$ cat src/rtl/cm_pkg.sv
`timescale 1ns/1ps
package cm_pkg;

  typedef enum logic {
    ST_IDLE = 1'b0,
    ST_WALK = 1'b1
  } cm_state_e;

  // event bit positions in the counter bump vector
  localparam int EV_N         = 7;
  localparam int EV_RD_HIT    = 0;
  localparam int EV_RD_MISS   = 1;
  localparam int EV_WR_HIT    = 2;
  localparam int EV_WR_MISS   = 3;
  localparam int EV_WBACK     = 4;
  localparam int EV_RD_AROUND = 5;
  localparam int EV_WR_AROUND = 6;

  function automatic bit is_pow2(input longint v);
    return (v > 0) && ((v & (v - 1)) == 0);
  endfunction

endpackage

$ cat src/rtl/cm_stamp.sv
`timescale 1ns/1ps
module cm_stamp #(
  parameter int TS_W = 32
) (
  input  logic            clk,
  input  logic            rst_n,
  output logic [TS_W-1:0] now
);

  always_ff @(posedge clk or negedge rst_n) begin
    if (!rst_n) now <= '0;
    else        now <= now + 1'b1;
  end

endmodule

$ cat src/rtl/cm_event_counters.sv
`timescale 1ns/1ps
module cm_event_counters #(
  parameter int CNT_W = 64,
  parameter int N     = 7
) (
  input  logic             clk,
  input  logic             rst_n,
  input  logic             clr,
  input  logic [N-1:0]     bump,
  output logic [CNT_W-1:0] cnt [N]
);

  always_ff @(posedge clk or negedge rst_n) begin
    if (!rst_n) begin
      for (int i = 0; i < N; i++) cnt[i] <= '0;
    end else begin
      for (int i = 0; i < N; i++) begin
        if (clr)          cnt[i] <= '0;
        else if (bump[i]) cnt[i] <= cnt[i] + 1'b1;
      end
    end
  end

  for (genvar g = 0; g < N; g++) begin : g_chk

    clear_zero_chk: assert property (@(posedge clk) disable iff (!rst_n)
      clr |=> (cnt[g] == '0));

    count_step_chk: assert property (@(posedge clk) disable iff (!rst_n)
      !clr |=> ((cnt[g] == $past(cnt[g])) || (cnt[g] == $past(cnt[g]) + 1'b1)));
  end

endmodule

$ cat src/rtl/cm_set_probe.sv
`timescale 1ns/1ps
module cm_set_probe #(
  parameter int NWAY  = 2,
  parameter int BLK_W = 12,
  parameter int TS_W  = 32,
  parameter int WAY_W = 1
) (
  input  logic [BLK_W-1:0] key,
  input  logic [NWAY-1:0]  vld,
  input  logic [NWAY-1:0]  pin,
  input  logic [BLK_W-1:0] tags   [NWAY],
  input  logic [TS_W-1:0]  stamps [NWAY],
  output logic             hit,
  output logic [WAY_W-1:0] hit_way,
  output logic             vic_found,
  output logic [WAY_W-1:0] vic_way
);

  logic [TS_W-1:0] best;
  logic            stop;

  always_comb begin
    hit     = 1'b0;
    hit_way = '0;
    for (int w = 0; w < NWAY; w++) begin
      if (!hit && vld[w] && (tags[w] == key)) begin
        hit     = 1'b1;
        hit_way = WAY_W'(w);
      end
    end
  end

  // first invalid way wins outright; otherwise oldest unpinned, low way on tie
  always_comb begin
    vic_found = 1'b0;
    vic_way   = '0;
    best      = '1;
    stop      = 1'b0;
    for (int w = 0; w < NWAY; w++) begin
      if (!stop) begin
        if (!vld[w]) begin
          vic_found = 1'b1;
          vic_way   = WAY_W'(w);
          stop      = 1'b1;
        end else if (!pin[w] && (!vic_found || (stamps[w] < best))) begin
          vic_found = 1'b1;
          vic_way   = WAY_W'(w);
          best      = stamps[w];
        end
      end
    end
  end

endmodule

$ cat src/rtl/tag_cache_monitor.sv
`timescale 1ns/1ps
module tag_cache_monitor
  import cm_pkg::*;
#(
  parameter int ADDR_W      = 16,
  parameter int SZ_W        = 6,
  parameter int CACHE_BYTES = 256,
  parameter int LINE_BYTES  = 16,
  parameter int WAYS        = 2,
  parameter bit WRITE_ALLOC = 1'b1,
  parameter int TS_W        = 32,
  parameter int CNT_W       = 64,
  localparam int MAXL   = ((1 << SZ_W) - 1 + LINE_BYTES - 1) / LINE_BYTES + 1,
  localparam int MISS_W = $clog2(MAXL + 1),
  localparam int OFF_W  = $clog2(LINE_BYTES),
  localparam int BLK_W  = ADDR_W - OFF_W
) (
  input  logic              clk,
  input  logic              rst_n,
  input  logic              req_valid,
  output logic              req_ready,
  input  logic [ADDR_W-1:0] req_addr,
  input  logic [SZ_W-1:0]   req_size,
  input  logic              req_read,
  output logic              done_valid,
  output logic [MISS_W-1:0] done_misses,
  input  logic              mark_en,
  input  logic [BLK_W-1:0]  mark_line,
  input  logic              mark_pin,
  input  logic              mark_dirty,
  input  logic              clr_counts,
  output logic [CNT_W-1:0]  cnt_rd_hit,
  output logic [CNT_W-1:0]  cnt_rd_miss,
  output logic [CNT_W-1:0]  cnt_wr_hit,
  output logic [CNT_W-1:0]  cnt_wr_miss,
  output logic [CNT_W-1:0]  cnt_wback,
  output logic [CNT_W-1:0]  cnt_rd_around,
  output logic [CNT_W-1:0]  cnt_wr_around
);

  localparam int LINES  = CACHE_BYTES / LINE_BYTES;
  localparam int NWAY   = (WAYS == 0) ? LINES : WAYS;
  localparam int NSET   = LINES / NWAY;
  localparam int SET_W  = (NSET > 1) ? $clog2(NSET) : 1;
  localparam int WAY_W  = (NWAY > 1) ? $clog2(NWAY) : 1;
  localparam int SLOT_W = (LINES > 1) ? $clog2(LINES) : 1;
  localparam bit CFG_OK = is_pow2(CACHE_BYTES) && is_pow2(LINE_BYTES) &&
                          ((WAYS == 0) || is_pow2(WAYS)) && (LINE_BYTES >= 4) &&
                          (CACHE_BYTES >= LINE_BYTES) && (WAYS <= LINES);

  if (!CFG_OK) begin : g_bad_cfg
    $error("tag_cache_monitor: illegal cache geometry");
  end

  // ---------------- tag directory state ----------------
  logic [LINES-1:0] vld_q, pin_q, dty_q;
  logic [BLK_W-1:0] tag_q [LINES];
  logic [TS_W-1:0]  ts_q  [LINES];

  // ---------------- request walker state ----------------
  cm_state_e         state_q;
  logic [BLK_W-1:0]  cur_blk_q, last_blk_q;
  logic              rd_q;
  logic [MISS_W-1:0] miss_q;
  logic              done_q;
  logic [MISS_W-1:0] done_miss_q;

  logic [TS_W-1:0] now;

  cm_stamp #(.TS_W(TS_W)) u_stamp (
    .clk  (clk),
    .rst_n(rst_n),
    .now  (now)
  );

  logic walking;
  logic accept;
  assign walking   = (state_q == ST_WALK);
  assign req_ready = (state_q == ST_IDLE);
  assign accept    = req_valid && req_ready;

  // the probe serves the walker, or the mark port while idle
  logic [BLK_W-1:0] lk_blk;
  logic [SET_W-1:0] lk_set;
  assign lk_blk = walking ? cur_blk_q : mark_line;
  assign lk_set = SET_W'(lk_blk & BLK_W'(NSET - 1));

  function automatic logic [SLOT_W-1:0] slot_of(input logic [SET_W-1:0] s,
                                                input logic [WAY_W-1:0] w);
    return SLOT_W'(int'(s) * NWAY + int'(w));
  endfunction

  logic [NWAY-1:0]  lk_vld, lk_pin, lk_dty;
  logic [BLK_W-1:0] lk_tags [NWAY];
  logic [TS_W-1:0]  lk_ts   [NWAY];

  always_comb begin
    for (int w = 0; w < NWAY; w++) begin
      lk_vld[w]  = vld_q[slot_of(lk_set, WAY_W'(w))];
      lk_pin[w]  = pin_q[slot_of(lk_set, WAY_W'(w))];
      lk_dty[w]  = dty_q[slot_of(lk_set, WAY_W'(w))];
      lk_tags[w] = tag_q[slot_of(lk_set, WAY_W'(w))];
      lk_ts[w]   = ts_q[slot_of(lk_set, WAY_W'(w))];
    end
  end

  logic             lk_hit, lk_vic_found;
  logic [WAY_W-1:0] lk_hit_way, lk_vic_way;

  cm_set_probe #(
    .NWAY (NWAY),
    .BLK_W(BLK_W),
    .TS_W (TS_W),
    .WAY_W(WAY_W)
  ) u_probe (
    .key      (lk_blk),
    .vld      (lk_vld),
    .pin      (lk_pin),
    .tags     (lk_tags),
    .stamps   (lk_ts),
    .hit      (lk_hit),
    .hit_way  (lk_hit_way),
    .vic_found(lk_vic_found),
    .vic_way  (lk_vic_way)
  );

  logic [SLOT_W-1:0] hit_slot, vic_slot;
  assign hit_slot = slot_of(lk_set, lk_hit_way);
  assign vic_slot = slot_of(lk_set, lk_vic_way);

  // ---------------- per-lookup events ----------------
  logic          lk_miss, miss_inc;
  logic [EV_N-1:0] bump;

  assign lk_miss  = walking && !lk_hit;
  assign miss_inc = lk_miss && (rd_q || WRITE_ALLOC);

  always_comb begin
    bump               = '0;
    bump[EV_RD_HIT]    = walking &&  lk_hit &&  rd_q;
    bump[EV_WR_HIT]    = walking &&  lk_hit && !rd_q;
    bump[EV_RD_MISS]   = lk_miss &&  rd_q;
    bump[EV_WR_MISS]   = lk_miss && !rd_q;
    bump[EV_RD_AROUND] = lk_miss && !lk_vic_found &&  rd_q;
    bump[EV_WR_AROUND] = lk_miss && !lk_vic_found && !rd_q;
    bump[EV_WBACK]     = lk_miss && lk_vic_found &&
                         lk_vld[lk_vic_way] && lk_dty[lk_vic_way];
  end

  logic [CNT_W-1:0] cnt [EV_N];

  cm_event_counters #(.CNT_W(CNT_W), .N(EV_N)) u_counters (
    .clk  (clk),
    .rst_n(rst_n),
    .clr  (clr_counts),
    .bump (bump),
    .cnt  (cnt)
  );

  assign cnt_rd_hit    = cnt[EV_RD_HIT];
  assign cnt_rd_miss   = cnt[EV_RD_MISS];
  assign cnt_wr_hit    = cnt[EV_WR_HIT];
  assign cnt_wr_miss   = cnt[EV_WR_MISS];
  assign cnt_wback     = cnt[EV_WBACK];
  assign cnt_rd_around = cnt[EV_RD_AROUND];
  assign cnt_wr_around = cnt[EV_WR_AROUND];

  // ---------------- tag directory update ----------------
  always_ff @(posedge clk or negedge rst_n) begin
    if (!rst_n) begin
      vld_q <= '0;
      pin_q <= '0;
      dty_q <= '0;
      for (int i = 0; i < LINES; i++) begin
        tag_q[i] <= '0;
        ts_q[i]  <= '1;
      end
    end else if (walking) begin
      if (lk_hit) begin
        ts_q[hit_slot] <= now;
      end else if (lk_vic_found) begin
        vld_q[vic_slot] <= 1'b1;
        pin_q[vic_slot] <= 1'b0;
        dty_q[vic_slot] <= 1'b0;
        tag_q[vic_slot] <= cur_blk_q;
        ts_q[vic_slot]  <= now;
      end
    end else if (mark_en && lk_hit) begin
      pin_q[hit_slot] <= mark_pin;
      dty_q[hit_slot] <= mark_dirty;
    end
  end

  // ---------------- request walker ----------------
  logic [BLK_W-1:0] first_blk, end_blk;
  assign first_blk = BLK_W'(req_addr >> OFF_W);
  assign end_blk   = BLK_W'((req_addr + ((req_size == '0) ? ADDR_W'(0)
                                           : ADDR_W'(req_size) - ADDR_W'(1))) >> OFF_W);

  always_ff @(posedge clk or negedge rst_n) begin
    if (!rst_n) begin
      state_q     <= ST_IDLE;
      cur_blk_q   <= '0;
      last_blk_q  <= '0;
      rd_q        <= 1'b0;
      miss_q      <= '0;
      done_q      <= 1'b0;
      done_miss_q <= '0;
    end else begin
      done_q <= 1'b0;
      if (accept) begin
        state_q    <= ST_WALK;
        cur_blk_q  <= first_blk;
        last_blk_q <= end_blk;
        rd_q       <= req_read;
        miss_q     <= '0;
      end else if (walking) begin
        miss_q <= miss_q + MISS_W'(miss_inc);
        if (cur_blk_q == last_blk_q) begin
          state_q     <= ST_IDLE;
          done_q      <= 1'b1;
          done_miss_q <= miss_q + MISS_W'(miss_inc);
        end else begin
          cur_blk_q <= cur_blk_q + 1'b1;
        end
      end
    end
  end

  assign done_valid  = done_q;
  assign done_misses = done_miss_q;

  // ---------------- assertions ----------------

  accept_busy_chk: assert property (@(posedge clk) disable iff (!rst_n)
    accept |=> !req_ready);

  done_after_walk_chk: assert property (@(posedge clk) disable iff (!rst_n)
    done_valid |-> ($past(state_q) == ST_WALK) && req_ready);

  refill_clean_chk: assert property (@(posedge clk) disable iff (!rst_n)
    (walking && !lk_hit && lk_vic_found) |=>
      (vld_q[$past(vic_slot)] && !pin_q[$past(vic_slot)] && !dty_q[$past(vic_slot)] &&
       (tag_q[$past(vic_slot)] == $past(cur_blk_q))));

  around_hold_chk: assert property (@(posedge clk) disable iff (!rst_n)
    (walking && !lk_hit && !lk_vic_found) |=>
      ($stable(vld_q) && $stable(pin_q) && $stable(dty_q)));

  stamp_refresh_chk: assert property (@(posedge clk) disable iff (!rst_n)
    (walking && lk_hit) |=> (ts_q[$past(hit_slot)] == $past(now)));

  busy_mark_ignored_chk: assert property (@(posedge clk) disable iff (!rst_n)
    (walking && lk_hit) |=> ($stable(pin_q) && $stable(dty_q)));

endmodule

$ cat config.mk
export PLATFORM = sky130hd
export DESIGN_NAME = tag_cache_monitor
export DESIGN_NICKNAME = d
export VERILOG_FILES = /design/src/rtl/cm_pkg.sv /design/src/rtl/cm_stamp.sv /design/src/rtl/cm_event_counters.sv /design/src/rtl/cm_set_probe.sv /design/src/rtl/tag_cache_monitor.sv
export SDC_FILE = /design/constraint.sdc
export NUM_CORES = 2
export LEC_CHECK = 0
export BUFFER_PORTS_ARGS = -buffer_cell sky130_fd_sc_hd__buf_4
export CORE_UTILIZATION = 46
export CTS_CLUSTER_SIZE = 14
export DETAILED_ROUTE_END_ITERATION = 8
export PLACE_DENSITY = 0.67
export SLEW_MARGIN = 20
export SYNTH_ARGS = -nofsm -noshare
export SYNTH_HDL_FRONTEND = slang
export SYNTH_SLANG_ARGS = --single-unit
export TNS_END_PERCENT = 5
$ cat constraint.sdc
create_clock -name clk -period 11.5 [get_ports clk]
set_input_delay 0.575 -clock clk [delete_from_list [all_inputs] [get_ports clk]]
set_output_delay 0.575 -clock clk [all_outputs]
set_load 0.05 [all_outputs]
==> results.toml <==
[timing]
maxSlewHeadroom_pct = 21.9
fin_crit_sh_pct = 74.2
fin_setup_tns_ns = 0
slew_viol_final = 0
min_period_ns = 8.53
tightest_slew_ns = 1.17
fmax_mhz = 117
fin_worst_skew_ns = 0.0319
setup_violations = 0
rsz0062_at_grt = "false"
finalHoldViolCount = 0

[critical_path]
start_kind = "flip-flop"
cpPeakStageDelay_ns = 1.02
cp-end-kind = "flip-flop"
cp_data_arrival_time_ns = 9.19
crit_fanout = 31
critPathSlowestCell = "nor4_1"
crit_buf_inv = 4
worstPathCellList = "buf_4, mux2i_4, nand2_1, nand3_1, nand4_2, inv_1, nand2_1, buf_4, nor4_1, ha_1, nand4_1, nor2_1, nand2_1, or4_1, a2111oi_0, o21ai_0, nor3b_2, buf_4, mux2i_4, nand4_1, nor3_1, mux2_2"
cp.depth = 22
rr_worst_depth = 22
cp.required_ns = 12.15
crit_family = "simple AND/OR/NAND/NOR gates"
critical_path_class = "flip-flop to flip-flop"

[synthesis]
synth_cells = 7032
synth_top_area_share_pct = 29.1
avgSynthCellArea_um2 = 9.21
yosysSeqAreaShare_pct = 49.9
syn_area_um2 = 64800
yosys-top-cells-count = "nand2_1 (1445), dfrtp_1 (753), dfstp_2 (512)"
ys_warn_count = 0
ys_types = 83
synth.area.top_cells = "dfrtp_1 (29%), dfstp_2 (21%), nand2_1 (8.4%)"
synth_area_leader_cell = "dfrtp_1"
async_flop_share_pct = 100
synth_nets = 7132
yosysMostFrequentCell = "nand2_1"
synth_edf_count = 0
yosys_most_used_dff = "dfrtp_1"
synth-seq-cells = 1265

[floorplanning]
coreArea_um2 = 140000
start_util_pct = 46.4
io-pin-count = 495
rows = 137
dieHeight_um = 377
dieArea_um2 = 142000
die_x_um = 377

[drt]
wl_per_cell_um = 22.0
drc = 0
drtAntennaViolNets = 0
wl_um = 204000
first_pass_iters = 6
via_count = 53400
drt_iter0_drc = 4615
vias_per_cell = 5.76

[cts]
htree_levels = 4
cts_made_buffers = 143
cts_resized = 0
cts-root-buf = "clkbuf_16"
cts_setup_buffers = 0
cts_tree = "done"
insertion_delay_ns = 0.80
cts_sinks = 1265
clk_pin_slew_ns = 0.06
cts.path.max_buffers = 3

[power]
clockPowerShare_pct = 28.6
swShare_pct = 37.4
p_per_area_nw_per_um2 = 217
p_int_w = 0.0102
p_switching_w = 0.00606
ir_worst_vdd_mv = 0.201
comb_power_share_pct = 34.1
p_seq_share_pct = 37.3
leakagePower_nw = 30.1

[placed_design]
dpl.cell_count = 9004
dp.final_hpwl_um = 129000
portBuffers = 494
gp_congestion = 0.887

[global_route]
grt_pass1_vias = 51400
overflow = 0
grt_usage_pct = 28.2
grt_max_degree = 176
grt_pass1_wl_um = 312000
antenna_found_initial = 3

[min_path]
hold_depth = 2
min_path_type = "input pin to flip-flop"

[finish]
area_delta_synth_final_pct = 15.6
fin_nets = 7376
final_layout_size_suffix_gt1_share_pct = 22.0
final_cells = 9271
fillers = 12500

[outcome]
status = "completed"

[job]
maxCapViolations = 0
per-stage QoR:
step | worst slack [ns] | hold slack [ns] | total power (W) | util [%] | instance area (um2)
4_1_cts | 3.29 | 0.0538 | 0.0162 | 53.6 | 74800
3_3_place_gp | 3.41 | 0.424 | 0.0114 | 50.2 | 70000
5_1_grt | 2.63 | 0.0814 | 0.0170 | 53.6 | 74800
3_5_place_dp | 3.31 | 0.439 | 0.0115 | 50.2 | 70100
6_report | 2.97 | 0.102 | 0.0162 | 53.6 | 74800
2_1_floorplan | 5.18 | 0.279 | 0.00961 | - | 64800
metal layers:
metal	wire, um	track usage (%)	up-vias
li1	-	-	24300
met1	84200	36.7	26600
met2	94600	44.9	1977
met3	15800	6.06	435
met4	9130	12.8	0
met5	0	0	-
cell families (layout without fill, tap and decap cells):
| family | Yosys count | in the layout | share of synthesized area, % |
|---|---|---|---|
| AO/OA/AOI/OAI | 900 | 900 | 8.37 |
| XOR/XNOR | 390 | 390 | 5.27 |
| adder cells (fa/ha/maj) | 58 | 58 | 1.12 |
| buffers and inverters | 854 | 1214 | 5.26 |
| flip-flops | 1265 | 1265 | 49.9 |
| multiplexers | 503 | 503 | 8.23 |
| other | 0 | 3 | 0 |
| AND/OR/NAND/NOR | 3062 | 3062 | 21.9 |
worst paths after layout:
kind | from | end | slack [ns]
hold reg to reg | tag_q[25]$_DFFE_PN0P_ | tag_q[25]$_DFFE_PN0P_ | 0.45
hold / removal | mark_pin | pin_q[2]$_DFFE_PN0P_ | 0.10
min in group asynchronous | rst_n | u_counters.cnt[240]$_DFFE_PN0P_ | 0.38
setup reg to reg | state_q$_DFF_PN0_ | u_counters.cnt[191]$_DFFE_PN0P_ | 2.97
max in group asynchronous | rst_n | tag_q[20]$_DFFE_PN0P_ | 8.67
setup / recovery | state_q$_DFF_PN0_ | u_counters.cnt[191]$_DFFE_PN0P_ | 2.97
sequential cells by signal, summed over array words and instances (netlist names):
signal / flops
done_valid: 1
ts_q: 512
rd_q: 1
miss_q: 3
dty_q: 16
pin_q: 16
last_blk_q: 12
done_misses: 3
tag_q: 192
cur_blk_q: 12
vld_q: 16
u_stamp.now: 32
u_counters.cnt: 448
state_q: 1
placed cells by master, fill, tap and decap left out, types with 211 or more instances in the layout:
cell	Yosys	routed
nor2_1	458	456
dfrtp_1	753	752
buf_4	24	601
nand2_1	1445	1445
xnor2_1	211	211
mux2i_1	317	315
dfstp_2	512	512
inv_1	339	339
o21ai_0	347	347
nand3_1	303	303
area by class of cell:
type / count / area [um2] / area share, %
repair buffers: 612 / 4680 / 6.25
inverters: 341 / 1280 / 1.71
flip-flops and latches: 1265 / 32300 / 43.2
well taps: 1876 / 2350 / 3.14
diodes: 3 / 7.51 / 0.0100
multi-input cells: 4913 / 29500 / 39.4
clock inverters: 46 / 553 / 0.739
clock buffers: 215 / 4160 / 5.56
power by group through the flow:
stage	clock network (W)	registers [W]	logic (W)
2_1_floorplan	0	0.00589	0.00372
3_3_place_gp	0	0.00608	0.00534
3_5_place_dp	0	0.00611	0.00544
4_1_cts	0.00470	0.00604	0.00546
5_1_grt	0.00488	0.00615	0.00593
6_report	0.00463	0.00606	0.00553
repair_timing:
| action | CTS | global route |
|---|---|---|
| hold endpoints to repair | 67 | 0 |
| hold buffers | 3 | 0 |
| endpoints found under the setup margin | 0 | 0 |
No activity file was read; power rests on OpenSTA's default activity.
